`src/rtl/scan_dec_pkg.sv`:
```
package scan_dec_pkg;

  // Clamp a requested scan length into 1..max_ch.
  function automatic int unsigned clamp_chan(int unsigned n, int unsigned max_ch);
    if (n == 0) return 1;
    if (n > max_ch) return max_ch;
    return n;
  endfunction

  // Samples per group: one kept scan plus d discarded scans.
  function automatic int unsigned group_len(int unsigned n, int unsigned d);
    return n * (d + 1);
  endfunction

  // Raw pacer samples consumed by a counted run.
  function automatic int unsigned stop_total(int unsigned scans, int unsigned n,
                                             int unsigned d);
    return scans * group_len(n, d);
  endfunction

endpackage

```
`src/rtl/scan_dec_cfg.sv`:
```
module scan_dec_cfg #(
  parameter int MAX_CH     = 16,
  parameter int CH_W       = 5,
  parameter int DELAY_W    = 8,
  parameter int SCAN_CNT_W = 16,
  parameter int POS_W      = CH_W + DELAY_W,
  parameter int STOP_W     = SCAN_CNT_W + POS_W
) (
  input  logic                  clk,
  input  logic                  rst_n,
  input  logic                  load,
  input  logic [CH_W-1:0]       nchan_i,
  input  logic [DELAY_W-1:0]    delay_i,
  input  logic [SCAN_CNT_W-1:0] scans_i,
  output logic [CH_W-1:0]       nchan_q,
  output logic [POS_W-1:0]      group_q,
  output logic [STOP_W-1:0]     stop_load
);
  logic [31:0]      n_eff32, grp32, tot32;
  logic [CH_W-1:0]  n_eff;

  always_comb begin
    n_eff32   = scan_dec_pkg::clamp_chan(32'(nchan_i), MAX_CH);
    n_eff     = n_eff32[CH_W-1:0];
    grp32     = scan_dec_pkg::group_len(32'(n_eff), 32'(delay_i));
    tot32     = scan_dec_pkg::stop_total(32'(scans_i), 32'(n_eff), 32'(delay_i));
    stop_load = tot32[STOP_W-1:0];
  end

  always_ff @(posedge clk or negedge rst_n) begin
    if (!rst_n) begin
      nchan_q <= CH_W'(1);
      group_q <= POS_W'(1);
    end else if (load) begin
      nchan_q <= n_eff;
      group_q <= grp32[POS_W-1:0];
    end
  end
endmodule

```
`src/rtl/scan_dec_pos.sv`:
```
module scan_dec_pos #(
  parameter int CH_W    = 5,
  parameter int DELAY_W = 8,
  parameter int POS_W   = CH_W + DELAY_W
) (
  input  logic             clk,
  input  logic             rst_n,
  input  logic             clear,
  input  logic             step,
  input  logic [CH_W-1:0]  nchan,
  input  logic [POS_W-1:0] group_len,
  output logic             keep,
  output logic             wrap
);
  logic [POS_W-1:0] pos;

  assign keep = pos < {{DELAY_W{1'b0}}, nchan};
  assign wrap = step && (pos == group_len - POS_W'(1));

  always_ff @(posedge clk or negedge rst_n) begin
    if (!rst_n)     pos <= '0;
    else if (clear) pos <= '0;
    else if (step)  pos <= wrap ? '0 : pos + POS_W'(1);
  end
endmodule

```
`src/rtl/scan_dec_stop.sv`:
```
module scan_dec_stop #(
  parameter int STOP_W = 29
) (
  input  logic              clk,
  input  logic              rst_n,
  input  logic              load,
  input  logic [STOP_W-1:0] load_val,
  input  logic              load_unb,
  input  logic              step,
  output logic              unb_q,
  output logic              done
);
  logic [STOP_W-1:0] remain;
  logic              last_step;

  assign last_step = step && !unb_q && !done && (remain == STOP_W'(1));

  always_ff @(posedge clk or negedge rst_n) begin
    if (!rst_n) begin
      remain <= '0;
      unb_q  <= 1'b0;
      done   <= 1'b0;
    end else if (load) begin
      remain <= load_val;
      unb_q  <= load_unb;
      done   <= !load_unb && (load_val == '0);
    end else if (step && !unb_q && !done) begin
      remain <= remain - STOP_W'(1);
      if (last_step) done <= 1'b1;
    end
  end
endmodule

```
`src/rtl/scan_decimator.sv`:
```
module scan_decimator #(
  parameter int SAMPLE_W   = 16,
  parameter int MAX_CH     = 16,
  parameter int DELAY_W    = 8,
  parameter int SCAN_CNT_W = 16,
  localparam int CH_W      = $clog2(MAX_CH + 1),
  localparam int POS_W     = CH_W + DELAY_W,
  localparam int STOP_W    = SCAN_CNT_W + POS_W
) (
  input  logic                  clk,
  input  logic                  rst_n,
  input  logic                  start,
  input  logic [CH_W-1:0]       cfg_nchan,
  input  logic [DELAY_W-1:0]    cfg_delay,
  input  logic [SCAN_CNT_W-1:0] cfg_scans,
  input  logic                  cfg_unbounded,
  input  logic                  in_valid,
  output logic                  in_ready,
  input  logic [SAMPLE_W-1:0]   in_data,
  output logic                  out_valid,
  input  logic                  out_ready,
  output logic [SAMPLE_W-1:0]   out_data,
  output logic                  eoa
);
  logic              running;
  logic              keep;
  logic              wrap;
  logic              step;
  logic              unb_q;
  logic [CH_W-1:0]   nchan_q;
  logic [POS_W-1:0]  group_q;
  logic [STOP_W-1:0] stop_load;

  scan_dec_cfg #(.MAX_CH(MAX_CH), .CH_W(CH_W), .DELAY_W(DELAY_W),
                 .SCAN_CNT_W(SCAN_CNT_W), .POS_W(POS_W), .STOP_W(STOP_W)) u_cfg (
    .clk(clk), .rst_n(rst_n), .load(start),
    .nchan_i(cfg_nchan), .delay_i(cfg_delay), .scans_i(cfg_scans),
    .nchan_q(nchan_q), .group_q(group_q), .stop_load(stop_load)
  );

  scan_dec_pos #(.CH_W(CH_W), .DELAY_W(DELAY_W), .POS_W(POS_W)) u_pos (
    .clk(clk), .rst_n(rst_n), .clear(start), .step(step),
    .nchan(nchan_q), .group_len(group_q), .keep(keep), .wrap(wrap)
  );

  scan_dec_stop #(.STOP_W(STOP_W)) u_stop (
    .clk(clk), .rst_n(rst_n), .load(start), .load_val(stop_load),
    .load_unb(cfg_unbounded), .step(step), .unb_q(unb_q), .done(eoa)
  );

  always_ff @(posedge clk or negedge rst_n) begin
    if (!rst_n)     running <= 1'b0;
    else if (start) running <= 1'b1;
  end

  assign in_ready  = running && !start && (eoa || !keep || out_ready);
  assign out_valid = running && !start && !eoa && keep && in_valid;
  assign out_data  = in_data;
  assign step      = in_valid && in_ready && !eoa;
endmodule

```
`config.mk`:
```
export PLATFORM = sky130hd
export DESIGN_NAME = scan_decimator
export DESIGN_NICKNAME = d
export VERILOG_FILES = /design/src/rtl/scan_dec_pkg.sv /design/src/rtl/scan_dec_cfg.sv /design/src/rtl/scan_dec_pos.sv /design/src/rtl/scan_dec_stop.sv /design/src/rtl/scan_decimator.sv
export SDC_FILE = /design/constraint.sdc
export NUM_CORES = 1
export LEC_CHECK = 0
export BUFFER_PORTS_ARGS = -buffer_cell sky130_fd_sc_hd__buf_4
export CAP_MARGIN = 5
export CELL_PAD_IN_SITES_DETAIL_PLACEMENT = 1
export CELL_PAD_IN_SITES_GLOBAL_PLACEMENT = 1
export CORE_ASPECT_RATIO = 0.8
export CORE_MARGIN = 2
export CORE_UTILIZATION = 49
export DETAILED_ROUTE_END_ITERATION = 16
export PLACE_DENSITY_LB_ADDON = 0.1
export RECOVER_POWER = 50
export SYNTH_ARGS = -nofsm -noshare
export SYNTH_HDL_FRONTEND = slang
export SYNTH_HIERARCHICAL = 1
export SYNTH_SLANG_ARGS = --single-unit
export TNS_END_PERCENT = 50
```
`constraint.sdc`:
```
create_clock -name clk -period 4 [get_ports clk]
set_clock_uncertainty 0.05 [all_clocks]
set_input_delay 0.6 -clock clk [delete_from_list [all_inputs] [get_ports clk]]
set_output_delay 0.6 -clock clk [all_outputs]
set_load 0.05 [all_outputs]
```
==> results.md <==
- Status: finished with violations
- Failing checks: max-capacitance violations, max-slew violations, negative setup slack
- DIE AREA: 0.02779 mm^2
- Final wirelength: 65,110 um
- Hold_buf cts: 0
- DIE HEIGHT: 149.5 um
- Num Clock Sinks: 63
- Placed cell areas: 0.01571 mm^2
- Final setup margin: -6.726 ns
- Port-buffer cells: 37
- WHS Path Cells: 1
- Share of layout cells above drive strength 1: 33.72%
- Cells on worst reg2reg path: 12
- Die Wd: about 190 um
- Synthesized instance count: 1,512
- CTS tree: built
- Vias in the first global route: roughly 14,000
- Crit Path Category: primary input to flop
- FMAX: 0.09323 GHz
- Gr ovfl total: 0
- Routability-driven placement congestion ratio: roughly 0.92
- Hold Crit Start: running
- Max cap viols: 1
- Initial DRC count: 1,337
- Inserted Diodes: 0
- Ports: 70
- Initial antenna violation count: 1
- Dpl hpwl: 35,890 um
- Final Cell Area: 0.01765 mm^2
- Post-Layout Cell Count: 2,157
- Root buf cell: clkbuf_16
- Most used cell, CP: fa_1
- Fin. Hold Viols: 0
- CP max FO: 8
- Tot GR Track Use: 35.45%
- Worst Tran Pin Value: 3.741 ns
- Skew-Pair Late Insertion Delay: 0.36 ns
- Synth Area per Inst: 8.577 um^2
- First-pass GRT wire length: 75,420 um
- DP Worst Slack: -6.638 ns
- Pins Over Slew Limit: 64
- Crit share post-route: 268.2%
- Relative slew slack: -149.4%
- Min Tclk post-route: 10.73 ns
- P&R area growth vs syn: 36.11%
- WL per Instance: just over 30 um
- Max clock buf depth: 2
- Crit path DAT: 10.90 ns
- TritonCTS buffer count: 9
- Hold Path End: running
- Worst Setup End Kind: flop
- Post-route DRC: 0
- Min-Delay Path Class: flop to flop
- Hold WS: 0.4631 ns
- Post-detailed-route count of antenna-violating nets: 0
- # setup viols final: 34
- CTS H-tree depth: 3
- CP Launch Type: primary input
- Syn Nets: 1,869
- Synth Cell Area: approximately 0.013 mm^2
- Yosys Warn Count: 6
- Vias post-DR: 14,160
- Reg-to-reg slack, setup: around 0.18 ns
- R2r endpoint: u_stop/remain[13]
- Final net count: 2,152
- Pin count of the biggest net entering global routing: 64
- Rows: 53
- Core Region: 0.02613 mm^2
- Via-to-Cell Ratio: around 6.6
- CP required: between 4 and 5 ns
- Initial Util: about half
- Placed cells: 2,092
- Max incr delay on CP: ~0.58 ns
- DR pass1 iterations: 5
- Clk pin slew, worst setup/hold paths: 0.07 ns
- Slowest CP cell: fa_1
- Reg-to-Reg Start: u_pos/pos[1]
- RSZ-0062 raised after global routing: true
[worst max-delay path: cells and delay by family]
family / cells / cell delay, ns
XOR/XNOR: 2 / 0.36
AND/OR/NAND/NOR: 6 / 1.10
adder cells (fa/ha/maj): 12 / 5.15
buffers and inverters: 6 / 0.75
AO/OA/AOI/OAI: 14 / 2.91
[sequential cells by signal, indices dropped and copies added, names as in the netlist]
signal,flops
running,1
u_cfg/group_q,13
u_cfg/nchan_q,5
u_pos/pos,13
u_stop/done,1
u_stop/remain,29
u_stop/unb_q,1
[cell type report]
| cell class | instances | area, um^2 |
|---|---|---|
| Multi-Input combinational cell | 1127 | 11550 |
| Fill cell | 2978 | 8476 |
| Timing Repair Buffer | 351 | 2863 |
| Sequential cell | 63 | 1579 |
| Inverter | 243 | 912.1 |
| Tap cell | 357 | 446.7 |
| Clock buffer | 9 | 225.2 |
| Clock inverter | 7 | 72.57 |
[per-layer routing]
layer  track usage, %  vias up  routed length (um)
li1                 -     5508                   -
met2            63.85     1090               31310
met5                0        -                   0
met4            16.93        0                6376
met3            4.429      517                5369
met1            41.93     7048               22050
[placed cells by master (no fill, tap or decap), types with 21 or more instances in the layout]
cell type,n
nand2b_1,31
nand3_1,31
and2_1,57
nor3_1,23
buf_6,25
o21ai_0,28
nand2_1,147
xnor2_1,27
dfrtp_1,61
nor4_1,33
a31oi_1,21
ha_1,86
inv_1,225
fa_1,170
buf_4,314
ha_4,34
nor2_1,73
[metrics by stage]
| step | util (%) | setup TNS, ns |
|---|---|---|
| CTS | 63.46 | -129.90 |
| floorplan | - | -118.06 |
| finish | 67.56 | -144.13 |
| detailed placement | 60.11 | -148.84 |
| global route | 67.56 | -165.03 |
| global placement | 60.11 | -141.20 |
[what timing repair did]
item / in CTS / in global routing
endpoints found under the setup margin: 33 / 35
resized for setup: 81 / 148
cloned: 1 / 1
endpoints found under the hold margin: 0 / 0
buffers inserted: 24 / 24
pin swaps: 54 / 72
[worst max path at each step]
stage                             from          end  slack, ns  depth (start not counted)
after CTS                 cfg_delay[0]  u_stop/done      -5.96                         40
after detailed placement  cfg_delay[2]  u_stop/done      -6.64                         39
final                     cfg_delay[0]  u_stop/done      -6.73                         40
after global placement    cfg_delay[0]  u_stop/done      -6.22                         39
after global routing      cfg_delay[2]  u_stop/done      -7.13                         40
after floorplan           cfg_delay[0]  u_stop/done      -5.73                         40
Power is not shown: default switching activity piles up to over one toggle a cycle in this logic, so the estimate is an artifact.
